File: src/rtl/sbd_pkg.sv
package sbd_pkg;

   typedef enum logic [1:0] {
      PH_IDLE  = 2'd0,
      PH_READ  = 2'd1,
      PH_EXEC  = 2'd2,
      PH_WRITE = 2'd3
   } phase_e;

   localparam logic [1:0] CL_INT = 2'd0;
   localparam logic [1:0] CL_MUL = 2'd1;
   localparam logic [1:0] CL_ADD = 2'd2;
   localparam logic [1:0] CL_DIV = 2'd3;

endpackage

File: src/rtl/sb_issue_sel.sv
module sb_issue_sel
   import sbd_pkg::*;
#(
   parameter int N_INT = 1,
   parameter int N_MUL = 2,
   parameter int N_ADD = 1,
   parameter int N_DIV = 1,
   parameter int NFU   = N_INT + N_MUL + N_ADD + N_DIV,
   parameter int UW    = 3
) (
   input  logic [NFU-1:0] busy,
   input  logic [1:0]     cls,
   output logic           found,
   output logic [UW-1:0]  unit
);

   localparam int MUL_BASE = N_INT;
   localparam int ADD_BASE = N_INT + N_MUL;
   localparam int DIV_BASE = N_INT + N_MUL + N_ADD;

   function automatic logic [1:0] class_of(input int idx);
      if (idx < MUL_BASE)      return CL_INT;
      else if (idx < ADD_BASE) return CL_MUL;
      else if (idx < DIV_BASE) return CL_ADD;
      else                     return CL_DIV;
   endfunction

   always_comb begin
      found = 1'b0;
      unit  = '0;
      for (int u = 0; u < NFU; u++) begin
         if (!found && !busy[u] && (class_of(u) == cls)) begin
            found = 1'b1;
            unit  = UW'(u);
         end
      end
   end

endmodule

File: src/rtl/sb_fu_entry.sv
module sb_fu_entry
   import sbd_pkg::*;
#(
   parameter int RW  = 5,
   parameter int UW  = 3,
   parameter int OPW = 4
) (
   input  logic           clk,
   input  logic           rst_n,
   input  logic           issue_sel,
   input  logic [OPW-1:0] in_op,
   input  logic [RW-1:0]  in_dst,
   input  logic [RW-1:0]  in_src1,
   input  logic [RW-1:0]  in_src2,
   input  logic           src1_pend,
   input  logic [UW-1:0]  src1_unit,
   input  logic           src2_pend,
   input  logic [UW-1:0]  src2_unit,
   input  logic           rd_take,
   input  logic           ex_done,
   input  logic           wr_take,
   input  logic           bc_valid,
   input  logic [UW-1:0]  bc_unit,
   output phase_e         ph,
   output logic [OPW-1:0] op,
   output logic [RW-1:0]  fi,
   output logic [RW-1:0]  fj,
   output logic [RW-1:0]  fk,
   output logic           rj,
   output logic           rk
);

   logic [UW-1:0] qj, qk;
   logic          qj_v, qk_v;

   always_ff @(posedge clk or negedge rst_n) begin
      if (!rst_n) begin
         ph   <= PH_IDLE;
         op   <= '0;
         fi   <= '0;
         fj   <= '0;
         fk   <= '0;
         qj   <= '0;
         qk   <= '0;
         qj_v <= 1'b0;
         qk_v <= 1'b0;
         rj   <= 1'b0;
         rk   <= 1'b0;
      end else if (issue_sel) begin
         ph   <= PH_READ;
         op   <= in_op;
         fi   <= in_dst;
         fj   <= in_src1;
         fk   <= in_src2;
         qj   <= src1_unit;
         qk   <= src2_unit;
         qj_v <= src1_pend;
         qk_v <= src2_pend;
         rj   <= !src1_pend;
         rk   <= !src2_pend;
      end else begin
         unique case (ph)
            PH_READ: begin
               if (rd_take) begin
                  rj <= 1'b0;
                  rk <= 1'b0;
                  ph <= PH_EXEC;
               end else if (bc_valid) begin
                  if (qj_v && (qj == bc_unit)) begin
                     rj   <= 1'b1;
                     qj_v <= 1'b0;
                  end
                  if (qk_v && (qk == bc_unit)) begin
                     rk   <= 1'b1;
                     qk_v <= 1'b0;
                  end
               end
            end
            PH_EXEC: begin
               if (ex_done) ph <= PH_WRITE;
            end
            PH_WRITE: begin
               if (wr_take) ph <= PH_IDLE;
            end
            default: ;
         endcase
      end
   end

endmodule

File: src/rtl/sb_regstat.sv
module sb_regstat #(
   parameter int NREG = 32,
   parameter int RW   = 5,
   parameter int UW   = 3
) (
   input  logic                     clk,
   input  logic                     rst_n,
   input  logic                     set_en,
   input  logic [RW-1:0]            set_reg,
   input  logic [UW-1:0]            set_unit,
   input  logic                     clr_en,
   input  logic [RW-1:0]            clr_reg,
   output logic [NREG-1:0]          pend,
   output logic [NREG-1:0][UW-1:0]  owner
);

   for (genvar r = 0; r < NREG; r++) begin : g_reg
      always_ff @(posedge clk or negedge rst_n) begin
         if (!rst_n) begin
            pend[r]  <= 1'b0;
            owner[r] <= '0;
         end else if (set_en && (set_reg == RW'(r))) begin
            pend[r]  <= 1'b1;
            owner[r] <= set_unit;
         end else if (clr_en && (clr_reg == RW'(r))) begin
            pend[r]  <= 1'b0;
         end
      end
   end

endmodule

File: src/rtl/sb_wr_arb.sv
module sb_wr_arb #(
   parameter int NFU       = 5,
   parameter int RW        = 5,
   parameter int UW        = 3,
   parameter bit LOW_FIRST = 1'b1
) (
   input  logic [NFU-1:0]          is_wr,
   input  logic [NFU-1:0]          is_rd,
   input  logic [NFU-1:0][RW-1:0]  fi,
   input  logic [NFU-1:0][RW-1:0]  fj,
   input  logic [NFU-1:0][RW-1:0]  fk,
   input  logic [NFU-1:0]          rj,
   input  logic [NFU-1:0]          rk,
   output logic [NFU-1:0]          grant,
   output logic                    any,
   output logic [UW-1:0]           unit
);

   logic [NFU-1:0] cand;

   always_comb begin
      for (int u = 0; u < NFU; u++) begin
         cand[u] = is_wr[u];
         for (int f = 0; f < NFU; f++) begin
            if ((f != u) && is_rd[f] &&
                (((fj[f] == fi[u]) && rj[f]) || ((fk[f] == fi[u]) && rk[f])))
               cand[u] = 1'b0;
         end
      end
   end

   if (LOW_FIRST) begin : g_low
      always_comb begin
         grant = '0;
         any   = 1'b0;
         unit  = '0;
         for (int u = 0; u < NFU; u++) begin
            if (!any && cand[u]) begin
               any      = 1'b1;
               unit     = UW'(u);
               grant[u] = 1'b1;
            end
         end
      end
   end else begin : g_high
      always_comb begin
         grant = '0;
         any   = 1'b0;
         unit  = '0;
         for (int u = NFU - 1; u >= 0; u--) begin
            if (!any && cand[u]) begin
               any      = 1'b1;
               unit     = UW'(u);
               grant[u] = 1'b1;
            end
         end
      end
   end

endmodule

File: src/rtl/sb_scoreboard.sv
module sb_scoreboard
   import sbd_pkg::*;
#(
   parameter int NREG         = 32,
   parameter int OPW          = 4,
   parameter int N_INT        = 1,
   parameter int N_MUL        = 2,
   parameter int N_ADD        = 1,
   parameter int N_DIV        = 1,
   parameter bit WR_LOW_FIRST = 1'b1,
   localparam int NFU = N_INT + N_MUL + N_ADD + N_DIV,
   localparam int RW  = (NREG > 1) ? $clog2(NREG) : 1,
   localparam int UW  = (NFU > 1) ? $clog2(NFU) : 1
) (
   input  logic               clk,
   input  logic               rst_n,
   input  logic               in_valid,
   input  logic [1:0]         in_cls,
   input  logic [OPW-1:0]     in_op,
   input  logic [RW-1:0]      in_dst,
   input  logic [RW-1:0]      in_src1,
   input  logic [RW-1:0]      in_src2,
   input  logic [NFU-1:0]     ex_done,
   output logic               iss_grant,
   output logic [UW-1:0]      iss_unit,
   output logic [NFU-1:0]     rd_grant,
   output logic [NFU-1:0]     wr_grant,
   output logic [RW-1:0]      wr_reg,
   output logic [NFU*OPW-1:0] fu_op
);

   if (NREG < 2) begin : g_bad_nreg
      $error("sb_scoreboard: NREG must be at least 2");
   end
   if ((N_INT < 1) || (N_MUL < 1) || (N_ADD < 1) || (N_DIV < 1)) begin : g_bad_units
      $error("sb_scoreboard: every unit class needs at least one unit");
   end
   if (OPW < 1) begin : g_bad_opw
      $error("sb_scoreboard: OPW must be positive");
   end

   phase_e                  ph [NFU];
   logic [NFU-1:0]          busy, is_rd, is_wr, rj, rk;
   logic [NFU-1:0][RW-1:0]  fi, fj, fk;
   logic [NFU-1:0][OPW-1:0] op_q;
   logic [NREG-1:0]         pend;
   logic [NREG-1:0][UW-1:0] owner;
   logic                    unit_found, wr_any;
   logic [UW-1:0]           sel_unit, wr_unit;
   logic                    src1_pend, src2_pend;

   sb_issue_sel #(
      .N_INT(N_INT), .N_MUL(N_MUL), .N_ADD(N_ADD), .N_DIV(N_DIV),
      .NFU(NFU), .UW(UW)
   ) u_isel (
      .busy  (busy),
      .cls   (in_cls),
      .found (unit_found),
      .unit  (sel_unit)
   );

   assign iss_grant = in_valid && unit_found && !pend[in_dst];
   assign iss_unit  = sel_unit;

   assign src1_pend = pend[in_src1] && !(wr_any && (wr_reg == in_src1));
   assign src2_pend = pend[in_src2] && !(wr_any && (wr_reg == in_src2));

   for (genvar u = 0; u < NFU; u++) begin : g_fu
      sb_fu_entry #(.RW(RW), .UW(UW), .OPW(OPW)) u_ent (
         .clk       (clk),
         .rst_n     (rst_n),
         .issue_sel (iss_grant && (sel_unit == UW'(u))),
         .in_op     (in_op),
         .in_dst    (in_dst),
         .in_src1   (in_src1),
         .in_src2   (in_src2),
         .src1_pend (src1_pend),
         .src1_unit (owner[in_src1]),
         .src2_pend (src2_pend),
         .src2_unit (owner[in_src2]),
         .rd_take   (rd_grant[u]),
         .ex_done   (ex_done[u]),
         .wr_take   (wr_grant[u]),
         .bc_valid  (wr_any),
         .bc_unit   (wr_unit),
         .ph        (ph[u]),
         .op        (op_q[u]),
         .fi        (fi[u]),
         .fj        (fj[u]),
         .fk        (fk[u]),
         .rj        (rj[u]),
         .rk        (rk[u])
      );
      assign busy[u]     = (ph[u] != PH_IDLE);
      assign is_rd[u]    = (ph[u] == PH_READ);
      assign is_wr[u]    = (ph[u] == PH_WRITE);
      assign rd_grant[u] = is_rd[u] && rj[u] && rk[u];
      assign fu_op[u*OPW +: OPW] = op_q[u];
   end

   sb_wr_arb #(
      .NFU(NFU), .RW(RW), .UW(UW), .LOW_FIRST(WR_LOW_FIRST)
   ) u_warb (
      .is_wr (is_wr),
      .is_rd (is_rd),
      .fi    (fi),
      .fj    (fj),
      .fk    (fk),
      .rj    (rj),
      .rk    (rk),
      .grant (wr_grant),
      .any   (wr_any),
      .unit  (wr_unit)
   );

   assign wr_reg = wr_any ? fi[wr_unit] : '0;

   sb_regstat #(.NREG(NREG), .RW(RW), .UW(UW)) u_rstat (
      .clk      (clk),
      .rst_n    (rst_n),
      .set_en   (iss_grant),
      .set_reg  (in_dst),
      .set_unit (sel_unit),
      .clr_en   (wr_any),
      .clr_reg  (wr_reg),
      .pend     (pend),
      .owner    (owner)
   );

endmodule

File: config.mk
export PLATFORM = sky130hd
export DESIGN_NAME = sb_scoreboard
export DESIGN_NICKNAME = d
export VERILOG_FILES = /design/src/rtl/sbd_pkg.sv /design/src/rtl/sb_issue_sel.sv /design/src/rtl/sb_fu_entry.sv /design/src/rtl/sb_regstat.sv /design/src/rtl/sb_wr_arb.sv /design/src/rtl/sb_scoreboard.sv
export SDC_FILE = /design/constraint.sdc
export NUM_CORES = 1
export LEC_CHECK = 0
export ABC_AREA = 1
export BUFFER_PORTS_ARGS = -buffer_cell sky130_fd_sc_hd__buf_2
export CORE_MARGIN = 3
export CORE_UTILIZATION = 45
export CTS_BUF_LIST = sky130_fd_sc_hd__clkbuf_4
export CTS_CLUSTER_SIZE = 28
export DETAILED_ROUTE_END_ITERATION = 6
export MAX_ROUTING_LAYER = met4
export SLEW_MARGIN = 20
export SYNTH_ARGS = -nofsm -noshare
export SYNTH_HDL_FRONTEND = slang
export SYNTH_SLANG_ARGS = --single-unit
File: constraint.sdc
create_clock -name clk -period 3.5 [get_ports clk]
set_clock_uncertainty 0.05 [all_clocks]
set_input_delay 0.175 -clock clk [delete_from_list [all_inputs] [get_ports clk]]
set_output_delay 0.175 -clock clk [all_outputs]
set_load 0.01 [all_outputs]
Yosys cells after proc, flatten, opt, wreduce, memory -nomap -nowiden
Cells that the tools add are included.
- order comparisons: 4
- eq/ne operators: 156
- multiplexer cells: 244
- reductions and logical operators: 312
- operators by type and width (operator ; count):
    equality test 5 bit ; 42
    two-way mux 1 bit ; 203
    logical AND 1 bit ; 168
    equality test 5 bit, second input constant ; 32
    nonzero test 2 bit ; 57
    equality test 5 x 4 -> 1 bit, second input constant ; 16
    AND reduction 4 bit ; 15
    two-way mux 2 bit ; 24
    nonzero test 3 bit ; 15
    equality test 5 x 3 -> 1 bit, second input constant ; 8
    binary-select mux 3 bit (select 5 bit) ; 2
    equality test 3 bit ; 10
    case mux 2 bit (3 select lines) ; 5
    AND reduction 3 bit ; 10
    equality test 2 bit, second input constant ; 10
    equality test 5 x 2 -> 1 bit, second input constant ; 4
    logical OR 1 bit ; 20
    nonzero test 4 bit ; 5
    logical NOT 1 bit ; 18
    less-than comparator 5 x 6 -> 1 bit, second input constant ; 3
    binary-select mux 1 bit (select 5 bit) ; 3
    binary-select mux 5 bit (select 3 bit) ; 1
    != test 3 x 1 -> 1 bit, second input constant ; 5
    != test 3 x 2 -> 1 bit, second input constant ; 5
    15 further kinds ; 35
- register bits after elaboration: 283
- input port bits: 29
- output and inout bits: 39
- word-level logic and storage cells: 835

Longest topological paths before layout
Gate-level depths: netlist of run 1.
- depth after elaboration: 30
- depth in mapped cells: 27

By module
Synthesis of run 1 repeated with hierarchy kept, for this count alone.
- cell total of the unflattened synthesis: 3013
- area, all modules: 19173.4 um^2
- by module, submodules not included (module ; times used ; cells an instance ; area an instance (um^2) ; sequential area each (um^2)):
    sb_fu_entry ; 5 ; 183 ; 1438.9 ; 775.7
    sb_regstat ; 1 ; 630 ; 5291.3 ; 3203.1
    sb_scoreboard ; 1 ; 699 ; 3404.5 ; 0.0
    sb_wr_arb ; 1 ; 751 ; 3209.3 ; 0.0
    sb_issue_sel ; 1 ; 18 ; 73.8 ; 0.0

Worst setup path before layout of run 1
Ideal clock, no wire load.
- kind: register to register
- start: register g_fu[0].u_ent.fi[0]
- end: register u_rstat.pend[23]
- setup time: 122 ps
- arrival: 2426 ps
- data required time: 3328 ps
- path slack: 901 ps
- stages on the path, launching flop included: 24
- path buffers: 5
- cells stage by stage: dfrtp_1 -> buf_4 -> inv_2 -> buf_6 -> nand2_1 -> o21ai_1 -> nor2_1 -> nand3_1 -> nand2_1 -> nand2_1 -> nand2_2 -> nor2_4 -> nor2_8 -> nand2_4 -> nand2_4 -> buf_6 -> o21ai_1 -> nand3_1 -> nand2_1 -> buf_6 -> buf_2 -> nand2_1 -> nand2_1 -> nand2_1
- longest elaborated chain between the ends: 27
- elaborated cells on any way between the ends: 51
- those cells by class: eq/ne (9); mux (16); reduce/logical (26)
- RTL lines (element ; line ; text):
    start, declared ; sb_fu_entry.sv:26 ; output logic [RW-1:0] fi,
    start signal, assigned ; sb_fu_entry.sv:52 ; fi <= in_dst;
    equality test 5 bit ; sb_wr_arb.sv:26 ; (((fj[f] == fi[u]) && rj[f]) || ((fk[f] == fi[u]) && rk[f])))
    logical AND 1 bit ; sb_wr_arb.sv:26 ;
    logical OR 1 bit ; sb_wr_arb.sv:26 ;
    logical AND 1 bit ; sb_wr_arb.sv:25 ; if ((f != u) && is_rd[f] &&
    two-way mux 1 bit (3 in series) ; sb_wr_arb.sv:25 ;
    two-way mux 1 bit (*) ; sb_wr_arb.sv:25 ;
    two-way mux 1 bit (*) ; - ;
    named net g_fu[0].u_ent.wr_take ; sb_fu_entry.sv:21 ; input logic wr_take,
    (+11 left out) ; - ;
    two-way mux 3 bit ; sb_wr_arb.sv:38 ; if (!any && cand[u]) begin
    binary-select mux 5 bit (select 3 bit) ; sb_scoreboard.sv:116 ; assign wr_reg = wr_any ? fi[wr_unit] : '0;
    two-way mux 5 bit (not written as such) ; sb_scoreboard.sv:116 ;
    two-way mux 5 bit (*) ; sb_scoreboard.sv:116 ;
    named net wr_reg[4] ; sb_scoreboard.sv:28 ; output logic [RW-1:0] wr_reg,
    equality test 5 bit (*) ; sb_regstat.sv:25 ; end else if (clr_en && (clr_reg == RW'(r))) begin
    logical AND 1 bit (*) ; sb_regstat.sv:25 ;
    nonzero test 2 bit (no line) (*) ; - ;
    end signal, assigned by index ; sb_regstat.sv:20 ; pend[r] <= 1'b0;
    end signal, assigned by index ; sb_regstat.sv:23 ; pend[r] <= 1'b1;
    end signal, assigned by index ; sb_regstat.sv:26 ; pend[r] <= 1'b0;
    end, declared ; sb_regstat.sv:13 ; output logic [NREG-1:0] pend,
Mark *: on every way through the listed nets, which the timed path passes. The rest lies on a longest branch. The select of a mux whose other input is x is not followed.
A chain may end at the register's enable or synchronous reset.

Worst setup path in the final report of run 1
- start: register g_fu[0].u_ent.fi[1]
- end: output wr_reg[2]
- longest elaborated chain between the ends: 24
- elaborated cells on any way between the ends: 48
- those cells by class: eq/ne (8); mux (16); reduce/logical (24)
- RTL lines (element ; line):
    equality test 5 bit ; sb_wr_arb.sv:26
    logical AND 1 bit ; sb_wr_arb.sv:26
    logical OR 1 bit ; sb_wr_arb.sv:26
    logical AND 1 bit ; sb_wr_arb.sv:25
    two-way mux 1 bit (3 in series) ; sb_wr_arb.sv:25
    two-way mux 1 bit (*) ; sb_wr_arb.sv:25
    two-way mux 1 bit (*) ; sb_wr_arb.sv:38
    logical NOT 1 bit ; sb_wr_arb.sv:38
    (+6 left out) ; -
    logical AND 1 bit ; sb_wr_arb.sv:38
    two-way mux 1 bit ; sb_wr_arb.sv:38
    logical NOT 1 bit ; sb_wr_arb.sv:38
    logical AND 1 bit ; sb_wr_arb.sv:38
    two-way mux 3 bit ; sb_wr_arb.sv:38
    binary-select mux 5 bit (select 3 bit) ; sb_scoreboard.sv:116
    two-way mux 5 bit (not written as such) ; sb_scoreboard.sv:116
    two-way mux 5 bit (*) ; sb_scoreboard.sv:116
    end, declared ; sb_scoreboard.sv:28
Mark *: on every way between the ends. The rest lies on a longest branch, timed or not. The select of a mux whose other input is x is not followed.

==> results.yml, run 1 <==
place:
  pre_cts_ws_ns: -0.0914
  hpwl_mm: 52.6
  dp.cells: 3163
  place_congestion: 1.03
  portBuffers: 67
floorplanning:
  ios: 68
  core_um2: 38200
  initial_utilization_pct: 46.3
  die_y_um: 204
  rows: 71
  dieArea_um2: 41700
  die_w_um: 204
power_and_ir_drop:
  ir_drop_mv: 0.923
  p_leak_nw: 10.3
  powerDensity_nw_per_um2: 972
  p_total_mw: 20.8
cts:
  clockBufferDepth: 3
  clk_latency_ns: 0.83
  clock-root-buffer: "clkbuf_4"
  cts.sinks: 283
  cts.htree.levels: 3
  clk_pin_slew_ns: 0.07
  cts_tree: "built"
  cts_buffers: 81
timing:
  rsz0062_at_grt: "true"
  slew_headroom_pct: 43.7
  setup_slack_ns: -0.0721
  tightest_slew_ns: 0.844
  hold_violations: 0
  setup_viol: 23
  fin_crit_ns: 3.57
  max_freq_mhz: 280
  slew_viol_final: 0
  min_period_over_period_pct: 102
  holdWs_ns: 0.182
setup_path:
  reg2reg_depth: 26
  r2r_slack_ns: -0.05
  end_kind: "output port"
  r2r_start: "g_fu[0].u_ent.fi[1]"
  cp-start-kind: "flop"
  r2r-end: "g_fu[4].u_ent.qj_v"
  critPathKind: "reg -> out"
  crit_fanout: 6
  crit_arrival_ns: 3.35
  worst_ep_required_time_ns: 3.27
logic_synthesis:
  syn-cell-area_um2: 17700
  ys.warnings.count: 0
  ys_ff_latch: 283
  ys_seq_area_share_pct: 40.0
  synth_enable_flop_cells: 0
  syn_avg_cell_area_um2: 6.78
  synth_nets: 2639
  yosysUniqueCellTypes: 45
  async_reset_ff_share_pct: 100
  synthFlopType: "dfrtp_1"
  netlist_instances: 2610
grt:
  grt_pass1_vias: 19000
  grt_overflow_total: 0
  antenna_found_initial: 3
  grt.total_usage_pct: 38.0
  grt_pass1_wl_mm: 116
  grt_max_degree: 80
worst_hold_path:
  hold_end: "g_fu[1].u_ent.fi[4]"
  min_path_type: "in -> reg"
  hold-path-cell-count: 4
  min-delay-start: "in_dst[4]"
route:
  routed_wl_mm: 76.4
  drc_errors: 12
  vias: 19700
  wl_per_cell_um: 22.5
  ant_nets: 0
  drt_iter0_markers: 1915
  first_pass_iters: 7
  via_per_inst: 5.81
cells_and_area:
  area_growth_pct: 20.8
  num-fill-cells: 3819
  utilization_pct: 55.9
  drive_above_1_share_pct: 18.2
  final_cells: 3389
  nets: 2851
  mostFrequentLayoutCells: "nand2_1 (784), o21ai_0 (416), nor2_1 (301), dfrtp_1 (272), inv_1 (159)"
  final_common_cell: "nand2_1"
status:
  status: "complete, but fails checks"
  violations: "DRC, setup timing"
flow_run:
  maxCapViolCount: 0
-- power by group --
part	internal, mW	switching, mW	total [mW]
registers	4.18	1.16	5.34
logic	4.78	7.55	12.3
clock network	1.59	1.52	3.10
-- Yosys cell counts (5+ instances only) --
cell / instances / area (um^2)
a221oi_1: 10 / 87.6
dfrtp_1: 283 / 7080
a32oi_1: 5 / 43.8
buf_4: 22 / 165
buf_2: 27 / 135
o22ai_1: 30 / 188
o311ai_0: 7 / 61.3
nand2_4: 6 / 67.6
nor2_1: 313 / 1170
xnor2_1: 5 / 43.8
clkinv_1: 8 / 30.0
a21oi_1: 75 / 375
o221ai_1: 24 / 210
nand2_1: 810 / 3040
xor2_1: 27 / 236
nor2_2: 5 / 31.3
inv_2: 20 / 75.1
buf_6: 8 / 90.1
inv_1: 175 / 657
a22oi_1: 17 / 128
nand2_2: 7 / 43.8
o21ai_0: 428 / 2140
a31oi_1: 9 / 56.3
nand4_1: 9 / 56.3
buf_1: 5 / 18.8
o211ai_1: 9 / 67.6
o21ai_1: 29 / 145
nor3_1: 9 / 45.0
clkbuf_1: 80 / 300
nand3_2: 6 / 60.1
nand3_1: 117 / 586
-- worst max-delay path: stages, from the launching register on --
cell	delay, ns
dfrtp_2	0.44
clkinvlp_4	0.15
buf_12	0.16
nand2_2	0.05
nand2_1	0.05
nor2_1	0.08
nand3_1	0.11
nand2_1	0.09
nand2_2	0.06
nand3_4	0.13
nor2_4	0.06
nor2_8	0.18
nand3_4	0.14
nor2_4	0.25
buf_6	0.14
a21oi_4	0.04
nand2_4	0.09
clkinv_4	0.07
buf_6	0.11
buf_6	0.11
-- cell type report --
class                      instances  area [um^2]  share of cell area [%]
tap                              511          639                    2.99
multi-input combinational       1982         9580                    44.9
timing repair buffer             270         2210                    10.4
clock buffer                     116          871                    4.08
timing repair inverter             1         6.26                  0.0293
inverter                         203          840                    3.93
clock inverter                    19          110                   0.515
sequential                       283         7100                    33.2
antenna                            4         10.0                  0.0468
-- state kept, by name (all words and copies together), names as in the netlist --
| name | cells |
|---|---|
| g_fu.u_ent.rj | 5 |
| g_fu.u_ent.op | 20 |
| g_fu.u_ent.rk | 5 |
| g_fu.u_ent.fk | 25 |
| u_rstat.pend | 32 |
| g_fu.u_ent.qk_v | 5 |
| g_fu.u_ent.qk | 15 |
| u_rstat.owner | 96 |
| g_fu.u_ent.ph | 10 |
| g_fu.u_ent.qj_v | 5 |
| g_fu.u_ent.fi | 25 |
| g_fu.u_ent.fj | 25 |
| g_fu.u_ent.qj | 15 |
-- how the worst max path moves through the flow --
stage	start	end	slack (ns)	cells past startpoint
6_report	g_fu[0].u_ent.fi[1]	wr_reg[2]	-0.07	19
5_1_grt	g_fu[1].u_ent.fi[3]	wr_reg[0]	-0.26	19
4_1_cts	g_fu[2].u_ent.fi[0]	wr_reg[1]	-0.11	21
3_5_place_dp	in_dst[0]	u_rstat.owner[10]	-0.09	14
3_3_place_gp	in_dst[0]	u_rstat.owner[10]	-0.08	16
2_1_floorplan	g_fu[0].u_ent.fi[0]	u_rstat.pend[23]	0.90	23
-- timing repair --
item,in CTS,in global routing
resized for setup,74,101
endpoints found under the hold margin,385,0
hold buffers,29,0
setup endpoints to repair,7,73
pin swaps,20,56
buffers inserted,30,27
cloned,1,2
-- stage by stage --
| step | setup TNS [ns] | area [um^2] |
|---|---|---|
| finish | -0.607 | 21400 |
| floorplan | 0 | 17700 |
| global placement | -2.56 | 19000 |
| CTS | -0.378 | 20800 |
| global route | -5.18 | 21400 |
| detailed placement | -2.33 | 19000 |
-- layer usage --
layer | GRT usage, % | share of wire, % | up-vias
li1 | - | - | 9054
met1 | 47.7 | 40 | 9243
met2 | 57.6 | 44 | 1110
met4 | 21.2 | 6.6 | 0
met5 | - | 0 | -
met3 | 7.49 | 9.4 | 288
-- cell families (layout without fill, tap and decap cells) --
group           after synthesis  count (layout)  synth area share, %
compound gates              657             657                 20.5
xor+xnor                     32              32                 1.58
buf+inv                     346             609                 8.35
flops                       283             283                 40.0
other cells                   0               4                    0
simple gates               1292            1293                 29.5
No activity file was read; power rests on OpenSTA's default activity.
==> run 2, diff against run 1 <==
- CORE_UTILIZATION: 45 -> 57
- PLACE_DENSITY: unset -> 0.74
==> results.yml, run 2 (synthesized netlist as in run 1, its figures left out) <==
status:
  status: "complete, but fails checks"
  violations: "setup timing"
timing:
  slew_headroom_pct: 28.6
  fin_crit_ns: 3.61
  min_period_over_period_pct: 103
  hold_violations: 0
  setup_viol: 4
  tightest_slew_ns: 1.06
  setup_tns_ns: -0.299
  rsz0062_at_grt: "true"
  max_freq_mhz: 277
  setup_slack_ns: -0.107
  slew_viol_final: 0
floorplanning:
  initial_utilization_pct: 58.7
  core_um2: 30100
  die_y_um: 182
  rows: 63
  dieArea_um2: 33200
  die_w_um: 182
  ios: 68
cts:
  clk_pin_slew_ns: 0.07
  cts_tree: "built"
  clockBufferDepth: 3
  cts_buffers: 78
  cts.htree.levels: 3
  cts.sinks: 283
  clock-root-buffer: "clkbuf_4"
  clk_latency_ns: 0.74
cells_and_area:
  utilization_pct: 70.1
  reg_top3: "u_rstat.owner (96), u_rstat.pend (32)"
  top_register: "u_rstat.owner"
  num-fill-cells: 2494
  seq_area_um2: 7100
  mostFrequentLayoutCells: "nand2_1 (787), o21ai_0 (424), nor2_1 (304), dfrtp_1 (272), inv_1 (164)"
  final_cells: 3259
  final_common_cell: "nand2_1"
  drive_above_1_share_pct: 17.5
  nets: 2845
  multi_input_area_um2: 9550
  largest_reg_flops: 96
  area_growth_pct: 19.3
route:
  vias: 20600
  routed_wl_mm: 74.3
  drc_errors: 0
  first_pass_iters: 6
  drt_iter0_markers: 3200
  wl_per_cell_um: 22.8
  ant_nets: 0
  via_per_inst: 6.31
flow_run:
  maxCapViolCount: 0
setup_path:
  end_kind: "output port"
  cp-start-kind: "flop"
  critPathKind: "reg -> out"
  worst_ep_required_time_ns: 3.27
  max_stage_delay_ns: 0.62
  crit_arrival_ns: 3.38
  cp_slowest_cell: "dfrtp_1"
  cpLargestDelayFamily: "simple AND/OR/NAND/NOR gates"
  cpMostUsedCell: "nand2_1"
  crit_buf_inv: 5
  crit_fanout: 8
  crit_chain: "o21ai_0, nor2_1, nand3_1, nand2_1, nand2_1, nand2_2, nor2_4, nor2_8, nand3_4, inv_2, nand2_8, inv_4, buf_4, nand2_1, nand2_2, buf_8, buf_6"
grt:
  grt_overflow_total: 0
  grt.total_usage_pct: 45.2
  grt_pass1_vias: 19500
  grt_pass1_wl_mm: 113
  grt_max_degree: 85
  antenna_found_initial: 1
  use_met3_pct: 10.1
  globalRouteMet2Util_pct: 66.7
  grtUsageMet1_pct: 56.4
  top_usage_layer: "met2"
place:
  portBuffers: 67
  place_congestion: 1.09
  hpwl_mm: 51.1
  dp.cells: 3058
worst_hold_path:
  min_path_type: "in -> reg"
power_and_ir_drop:
  p_leak_nw: 10.3
  powerDensity_nw_per_um2: 975
  ir_drop_mv: 0.552
[run 2: cell count changes in the layout (fill, tap and decap cells not counted), moves of 4 or more]
cell,previous run,this run
clkbuf_4,116,108
o21ai_0,416,424
o21ai_1,40,33
inv_1,159,164
clkinv_1,17,21
inv_2,19,15
nor2_2,12,8
[run 2: final timing paths]
path / start / end / slack [ns] / depth (start not counted)
max in group asynchronous: rst_n / g_fu[0].u_ent.fj[2] / 1.47 / 4
min in group asynchronous: rst_n / g_fu[0].u_ent.fj[0] / 0.54 / 3
worst min-delay path: in_cls[1] / g_fu[1].u_ent.qj_v / 0.09 / 6
worst max-delay path: g_fu[4].u_ent.rk / wr_reg[4] / -0.11 / 17
worst max register to register: g_fu[4].u_ent.rk / u_rstat.pend[22] / 0.05 / 21
worst min register to register: g_fu[1].u_ent.op[1] / g_fu[1].u_ent.op[1] / 0.43 / 2
[run 2: final cells by class]
type,instances,share of cell area (%)
well taps,390,2.31
clock buffers,108,3.84
repair buffers,268,10.5
clock inverters,24,0.628
flip-flops and latches,283,33.6
diodes,1,0.0119
multi-input cells,1982,45.2
inverters,203,3.90
[run 2: power by group]
part | switching, mW | internal (mW)
combinational | 7.57 | 4.66
sequential | 1.18 | 4.18
clock | 1.50 | 1.50
[run 2: timing repair]
action                     CTS  global route
resized for setup           64            86
pin swaps                   24            36
gates cloned                 1             1
setup buffers               28            17
setup endpoints to repair    6            72
hold endpoints to repair   207             0
hold buffers                25             0
[run 2: metal layers]
metal	up-vias	routed length (um)
li1	9014	-
met1	9466	26900
met2	1646	32100
met3	445	9100
met4	0	6130
met5	-	0
[run 2: worst min-delay path: stages]
cell and delay, ns:
buf_2 0.09, nor2_1 0.05, nand2_1 0.21, nor2_2 0.14
nand3_2 0.08, nand2_1 0.05
[run 2: stage by stage]
stage	hold WS, ns	power (mW)	setup WS (ns)	instance area (um^2)
after floorplan	-0.171	11.3	0.901	17700
after global placement	0.146	14.9	0.0689	18900
after detailed placement	0.166	15.0	-0.00171	18900
after CTS	0.0326	19.0	-0.0296	20600
after global routing	0.103	21.7	-0.188	21100
final	0.0897	20.6	-0.107	21100
